<file path="src/rtl/link_tx_pkg.sv">
package link_tx_pkg;

  typedef enum logic [2:0] {
    ST_IDLE,
    ST_WAIT,
    ST_LO,
    ST_HI,
    ST_FETCH
  } tx_state_t;

endpackage

</file>
<file path="src/rtl/link_tx_div.sv">
module link_tx_div #(
  parameter int SPD_W = 4
) (
  input  logic             clk,
  input  logic             rst,
  input  logic             run,
  input  logic [SPD_W-1:0] limit,
  output logic             tick
);

  logic [SPD_W-1:0] cnt;

  assign tick = run && (cnt == limit);

  always_ff @(posedge clk) begin
    if (rst || !run || tick) cnt <= '0;
    else                     cnt <= cnt + 1'b1;
  end

  AST_CNT_IN_RANGE: assert property (@(posedge clk) disable iff (rst)
    run |-> (cnt <= limit));

endmodule

</file>
<file path="src/rtl/link_tx_bytesel.sv">
module link_tx_bytesel #(
  parameter int DATA_W = 32
) (
  input  logic [DATA_W-1:0]              word,
  input  logic [$clog2(DATA_W/8)-1:0]    idx,
  output logic [7:0]                     lane
);

  localparam int NB = DATA_W / 8;

  logic [7:0] lanes [NB];

  for (genvar g = 0; g < NB; g++) begin : g_lane
    assign lanes[g] = word[g*8 +: 8];
  end

  assign lane = lanes[idx];

endmodule

</file>
<file path="src/rtl/link_tx_cksum.sv">
module link_tx_cksum (
  input  logic       clk,
  input  logic       rst,
  input  logic       clr,
  input  logic       add,
  input  logic [7:0] byte_in,
  output logic [7:0] sum
);

  always_ff @(posedge clk) begin
    if (rst || clr) sum <= '0;
    else if (add)   sum <= sum + byte_in;
  end

endmodule

</file>
<file path="src/rtl/link_tx.sv">
module link_tx
  import link_tx_pkg::*;
#(
  parameter int DATA_W      = 32,
  parameter int SPD_W       = 4,
  parameter int SMALL_BYTES = 4,
  parameter int LARGE_BYTES = 16
) (
  input  logic              clk,
  input  logic              rst,
  input  logic              cfg_large,
  input  logic              cfg_cks_en,
  input  logic [SPD_W-1:0]  cfg_speed,
  input  logic              in_valid,
  output logic              in_ready,
  input  logic [DATA_W-1:0] in_data,
  input  logic              ack_in,
  output logic              lnk_clk,
  output logic [3:0]        lnk_dat,
  output logic              blk_done
);

  localparam int BPW         = DATA_W / 8;
  localparam int IDX_W       = $clog2(BPW);
  localparam int SMALL_WORDS = SMALL_BYTES / BPW;
  localparam int LARGE_WORDS = LARGE_BYTES / BPW;
  localparam int WC_W        = $clog2(LARGE_WORDS + 1);

  tx_state_t         st;
  logic [DATA_W-1:0] wbuf;
  logic [IDX_W-1:0]  bidx;
  logic [WC_W-1:0]   words_left;
  logic [SPD_W-1:0]  spd_q;
  logic              cks_q;
  logic              cks_phase;

  logic              accept;
  logic              tick;
  logic              run;
  logic              byte_end;
  logic              last_in_word;
  logic [7:0]        lane;
  logic [7:0]        sum;
  logic [7:0]        byte_cur;

  assign in_ready     = (st == ST_IDLE) || (st == ST_FETCH);
  assign accept       = in_valid && in_ready;
  assign run          = (st == ST_LO) || (st == ST_HI);
  assign byte_end     = (st == ST_HI) && tick;
  assign last_in_word = (bidx == IDX_W'(BPW - 1));
  assign byte_cur     = cks_phase ? sum : lane;

  link_tx_div #(.SPD_W(SPD_W)) u_div (
    .clk   (clk),
    .rst   (rst),
    .run   (run),
    .limit (spd_q),
    .tick  (tick)
  );

  link_tx_bytesel #(.DATA_W(DATA_W)) u_sel (
    .word (wbuf),
    .idx  (bidx),
    .lane (lane)
  );

  link_tx_cksum u_cks (
    .clk     (clk),
    .rst     (rst),
    .clr     (accept && (st == ST_IDLE)),
    .add     (byte_end && !cks_phase),
    .byte_in (lane),
    .sum     (sum)
  );

  always_ff @(posedge clk) begin
    if (rst) begin
      st         <= ST_IDLE;
      wbuf       <= '0;
      bidx       <= '0;
      words_left <= '0;
      spd_q      <= '0;
      cks_q      <= 1'b0;
      cks_phase  <= 1'b0;
      lnk_clk    <= 1'b0;
      lnk_dat    <= '0;
      blk_done   <= 1'b0;
    end else begin
      blk_done <= 1'b0;
      case (st)
        ST_IDLE: begin
          if (accept) begin
            wbuf       <= in_data;
            bidx       <= '0;
            words_left <= cfg_large ? WC_W'(LARGE_WORDS - 1) : WC_W'(SMALL_WORDS - 1);
            spd_q      <= cfg_speed;
            cks_q      <= cfg_cks_en;
            cks_phase  <= 1'b0;
            st         <= ST_WAIT;
          end
        end
        ST_FETCH: begin
          if (accept) begin
            wbuf       <= in_data;
            bidx       <= '0;
            words_left <= words_left - 1'b1;
            st         <= ST_WAIT;
          end
        end
        ST_WAIT: begin
          if (ack_in) st <= ST_LO;
        end
        ST_LO: begin
          if (tick) begin
            lnk_clk <= 1'b1;
            lnk_dat <= byte_cur[3:0];
            st      <= ST_HI;
          end
        end
        ST_HI: begin
          if (tick) begin
            lnk_clk <= 1'b0;
            lnk_dat <= byte_cur[7:4];
            if (cks_phase) begin
              cks_phase <= 1'b0;
              blk_done  <= 1'b1;
              st        <= ST_IDLE;
            end else if (!last_in_word) begin
              bidx <= bidx + 1'b1;
              st   <= ST_WAIT;
            end else if (words_left != '0) begin
              st <= ST_FETCH;
            end else if (cks_q) begin
              cks_phase <= 1'b1;
              st        <= ST_WAIT;
            end else begin
              blk_done <= 1'b1;
              st       <= ST_IDLE;
            end
          end
        end
        default: st <= ST_IDLE;
      endcase
    end
  end

  AST_READY_CLK_LOW: assert property (@(posedge clk) disable iff (rst)
    in_ready |-> !lnk_clk);

  AST_DONE_SINGLE: assert property (@(posedge clk) disable iff (rst)
    blk_done |=> !blk_done);

  AST_DONE_ON_FALL: assert property (@(posedge clk) disable iff (rst)
    blk_done |-> $fell(lnk_clk));

  AST_DAT_WITH_CLK: assert property (@(posedge clk) disable iff (rst)
    $stable(lnk_clk) |-> $stable(lnk_dat));

  AST_HOLD_NO_ACK: assert property (@(posedge clk) disable iff (rst)
    (st == ST_WAIT && !ack_in) |=> (!lnk_clk && $stable(lnk_dat)));

endmodule

</file>
<file path="config.mk">
export PLATFORM = sky130hd
export DESIGN_NAME = link_tx
export DESIGN_NICKNAME = d
export VERILOG_FILES = /design/src/rtl/link_tx_pkg.sv /design/src/rtl/link_tx_div.sv /design/src/rtl/link_tx_bytesel.sv /design/src/rtl/link_tx_cksum.sv /design/src/rtl/link_tx.sv
export SDC_FILE = /design/constraint.sdc
export NUM_CORES = 1
export LEC_CHECK = 0
export CORE_MARGIN = 5
export CORE_UTILIZATION = 48
export DETAILED_ROUTE_END_ITERATION = 10
export HOLD_SLACK_MARGIN = 0.05
export PLACE_DENSITY = 0.78
export SLEW_MARGIN = 30
export SYNTH_ARGS = -nofsm -noshare
export SYNTH_HDL_FRONTEND = slang
export SYNTH_SLANG_ARGS = --single-unit
export TNS_END_PERCENT = 5
</file>
<file path="constraint.sdc">
create_clock -name clk -period 2.45 [get_ports clk]
set_input_delay 0.3675 -clock clk [delete_from_list [all_inputs] [get_ports clk]]
set_output_delay 0.3675 -clock clk [all_outputs]
set_load 0.02 [all_outputs]
</file>
==> reports/summary.log <==
[outcome] result of the run completed
[cts] total of hold buffers inserted after clock tree synthesis 0
[route] total DRC errors in the routed layout 0
[timing] achievable frequency 0.410 GHz
[timing] final setup violation count 0
[power] portion of total power attributed to combinational logic 20.3%
[cts] CTS HTree Levels 3
[worst_setup_path] Critical Path Fanout Max 7
[yosys] top-area cell type share of the netlist area 41.8%
[global_route] vias in the first global route 2,563
[worst_setup_path] arrival time of data at the critical path endpoint 2720 ps
[yosys] Most used DFF post-synth sky130_fd_sc_hd__dfxtp_1
[yosys] most numerous cell types in the synthesized netlist sky130_fd_sc_hd__nand2_1, sky130_fd_sc_hd__dfxtp_1, sky130_fd_sc_hd__a21oi_1
[yosys] register bit total from synthesis 64
[finish] n_diodes 0
[cts] number of buffers inserted during clock tree synthesis 9
[worst_setup_path] worst reg2reg startpoint bidx[0]$_SDFFE_PP0P_
[cts] worst-case clock buffer depth 2
[worst_hold_path] worst hold path type primary input to register
[route] number of vias in the routed layout 2,595
[worst_setup_path] CP Launch Point bidx[0]$_SDFFE_PP0P_
[power] sw frac 27.5%
[placed_design] Post-DP HPWL 4.96 mm
[global_route] first-pass GRT wire length 12.1 mm
[route] number of optimization iterations in the first detailed-route pass 4
[timing] Least-Margin Pin Slew 523 ps
[worst_setup_path] WP buf/inv 1
[yosys] post-synthesis cell count 354
[yosys] cell taking the most area after synthesis sky130_fd_sc_hd__dfxtp_1
[timing] Final WS setup 11.0 ps
[floorplanning] die width 89.9 um
[finish] count of placed standard cells in the final layout, fillers left out 497
[placed_design] setup slack after placement -258 ps
[timing] Final Hold Fails 0
[route] routed vias/inst 5.22
[placed_design] number of port buffers 48
[route] DRC marker count from the first detailed-route iteration 195
[yosys] main area contributors after synthesis sky130_fd_sc_hd__dfxtp_1, sky130_fd_sc_hd__nand2_1, sky130_fd_sc_hd__mux4_2
[worst_setup_path] critical-path cell with the highest stage delay sky130_fd_sc_hd__mux4_2
[yosys] count of different cell masters after synthesis 46
[power] Power per Cell Area 666 mW/mm^2
[floorplanning] std cell rows 29
[cts] root cell of the clock tree sky130_fd_sc_hd__clkbuf_8
[placed_design] global placer's final weighted congestion 0.904
[timing] Max Clock Skew 11.3 ps
[yosys] most numerous cell in the Yosys netlist sky130_fd_sc_hd__nand2_1
[worst_setup_path] Worst Setup Start Kind register
[cts] source-to-sink clock delay at the later pin of the worst-skew pair 350 ps
[route] count of nets left with antenna violations after detail routing 0
[global_route] antenna violations before repair 0
[timing] number of pins exceeding their max-slew limit in the final report 0
[power] clock network power share 35.2%
[worst_setup_path] Worst Reg2Reg Path Length in Cells 8
[timing] final worst-path cycle share 99.6%
[cts] clock tree sinks 64
[timing] worst slew margin relative to its limit 64.6%
[timing] final critical path time including I/O delays and setup 2440 ps
[power] worst ir drop on vdd 0.378 mV
[timing] setup repair after global routing missed its margin yes
[finish] ratio of cells with drive above 1 in the final layout 16.0%
[yosys] total of warnings raised by yosys 0
[yosys] share of synthesized registers carrying an async set or reset 0%
[placed_design] cell count after placement 479
[worst_setup_path] worst-path cell chain buf_4, mux4_2, ha_1, o21ai_1, nand2b_1, and3_1, or4_1, a21oi_1
[finish] Layout Nets 470
[power] share of power burned in registers 44.5%
[worst_setup_path] Critical Path Sink Type register
[cts] TritonCTS clock tree yes
[worst_setup_path] longest individual stage delay on the worst path 510 ps
[worst_setup_path] critical path depth in cells 8
[floorplanning] effective utilization at floorplan 48.9%
[yosys] nets in the synthesized netlist 408
[floorplanning] full die area 0.00809 sq mm
[route] drt wl/cell 14.0 um
[worst_setup_path] worst reg-to-reg setup slack 10 ps
[power] net switching power figure 733 uW
[power] design internal power 1930 uW
[run] # Max-Cap Violations 0
[cts] clock transition at the registers of the reported paths 70 ps
[finish] area added between synthesis and finish 30.5%
[worst_setup_path] worst setup path endpoint u_cks.sum[7]$_SDFFE_PP0P_
[route] routed wire length 6.96 mm
[power] static power due to leakage 0.00149 uW
[floorplanning] Die Height 89.9 um
[worst_setup_path] class of the most critical setup path register to register
[worst_setup_path] largest delay contributor family on the critical path simple AND/OR/NAND/NOR gates
[global_route] gr usage total 18.0%
[worst_setup_path] Worst R2R End u_cks.sum[7]$_SDFFE_PP0P_
[floorplanning] count of pins on the block boundary 49
[yosys] mean instance size in the synthesized netlist 8.67 sq um
[global_route] maximum number of pins on one net before global-route repair 49
[yosys] Synth Cell Area 0.00307 sq mm
[yosys] number of flops mapped to enable cells by yosys 0
[floorplanning] area of the core 0.00628 sq mm
[yosys] share of the yosys chip area belonging to registers 41.8%
[worst_setup_path] Req. time, crit path 2730 ps
[timing] sum of negative setup slack 0 ps
[global_route] GR Overflow Total 0
## cells in the final DEF, fill, tap and decap left out, types with 6 or more instances in the layout
cell type                          n
sky130_fd_sc_hd__dfxtp_1          63
sky130_fd_sc_hd__buf_4            25
sky130_fd_sc_hd__a21oi_1          51
sky130_fd_sc_hd__mux2i_1           7
sky130_fd_sc_hd__clkdlybuf4s50_1  47
sky130_fd_sc_hd__clkbuf_8         12
sky130_fd_sc_hd__o21ai_0           6
sky130_fd_sc_hd__ha_1              6
sky130_fd_sc_hd__nand2_1          86
sky130_fd_sc_hd__mux4_2           12
sky130_fd_sc_hd__nor2_1           23
sky130_fd_sc_hd__xnor2_1           7
sky130_fd_sc_hd__inv_1             9
## cell families (layout without fill, tap and decap cells)
logic type	count (synthesis)	count (layout)	synth area share, %
buffers and inverters	31	97	4.44
flip-flops	64	64	41.8
XOR/XNOR	9	9	2.57
multiplexers	19	19	11.1
AO/OA/AOI/OAI	79	79	14.8
adder cells (fa/ha/maj)	12	12	5.14
AND/OR/NAND/NOR	140	140	20.2
## worst min-delay path by stage
stage | start | end | slack (ps) | cells after the start
floorplan | wbuf[16]$_SDFFE_PP0P_ | wbuf[16]$_SDFFE_PP0P_ | 430 | 2
global placement | wbuf[15]$_SDFFE_PP0P_ | wbuf[15]$_SDFFE_PP0P_ | 450 | 2
detailed placement | wbuf[13]$_SDFFE_PP0P_ | wbuf[13]$_SDFFE_PP0P_ | 450 | 2
CTS | rst | lnk_dat[2]$_SDFFE_PP0P_ | 290 | 2
global route | rst | lnk_dat[1]$_SDFFE_PP0P_ | 310 | 2
finish | rst | lnk_dat[2]$_SDFFE_PP0P_ | 290 | 2
## sequential cells by signal, indices dropped and copies added, names as in the netlist, 2 cells and up
| name | count |
|---|---|
| wbuf | 32 |
| words_left | 3 |
| bidx | 2 |
| u_cks.sum | 8 |
| spd_q | 4 |
| u_div.cnt | 4 |
| lnk_dat | 4 |
| st | 3 |
## area by class of cell
| class | count | area, sq um |
|---|---|---|
| Clock buffer | 13 | 169 |
| Clock inverter | 2 | 37.5 |
| Fill cell | 532 | 2270 |
| Inverter | 9 | 33.8 |
| Multi-Input combinational cell | 259 | 1720 |
| Sequential cell | 64 | 1280 |
| Tap cell | 77 | 96.3 |
| Timing Repair Buffer | 73 | 663 |
## power groups by stage
stage | clock network, uW | registers, uW | logic, uW
floorplan | 0 | 1180 | 359
global route | 1000 | 1190 | 606
detailed placement | 0 | 1210 | 526
CTS | 954 | 1180 | 537
global placement | 0 | 1210 | 514
finish | 940 | 1190 | 541
## repair_timing
action	in CTS	in global routing
setup buffers	2	1
resized for setup	5	3
gates cloned	0	0
endpoints found under the setup margin	2	2
pin swaps	4	1
## per-layer routing
layer	GRT usage, %	vias up	wire [um]
met5	0	-	0
met4	7.07	0	133
met3	4.34	14	359
met2	28.5	61	3120
met1	23.9	1172	3340
li1	-	1348	-
## metrics by stage
| step | hold WS [ps] | instance area, sq um | total power, uW | utilization, % |
|---|---|---|---|---|
| 2_1_floorplan | 433 | 3090 | 1540 | - |
| 3_5_place_dp | 452 | 3730 | 1730 | 59.4 |
| 5_1_grt | 307 | 4010 | 2800 | 63.8 |
| 3_3_place_gp | 445 | 3730 | 1720 | 59.4 |
| 4_1_cts | 287 | 3980 | 2680 | 63.4 |
| 6_report | 293 | 4010 | 2670 | 63.8 |
Power figures use the tool's default switching activity.
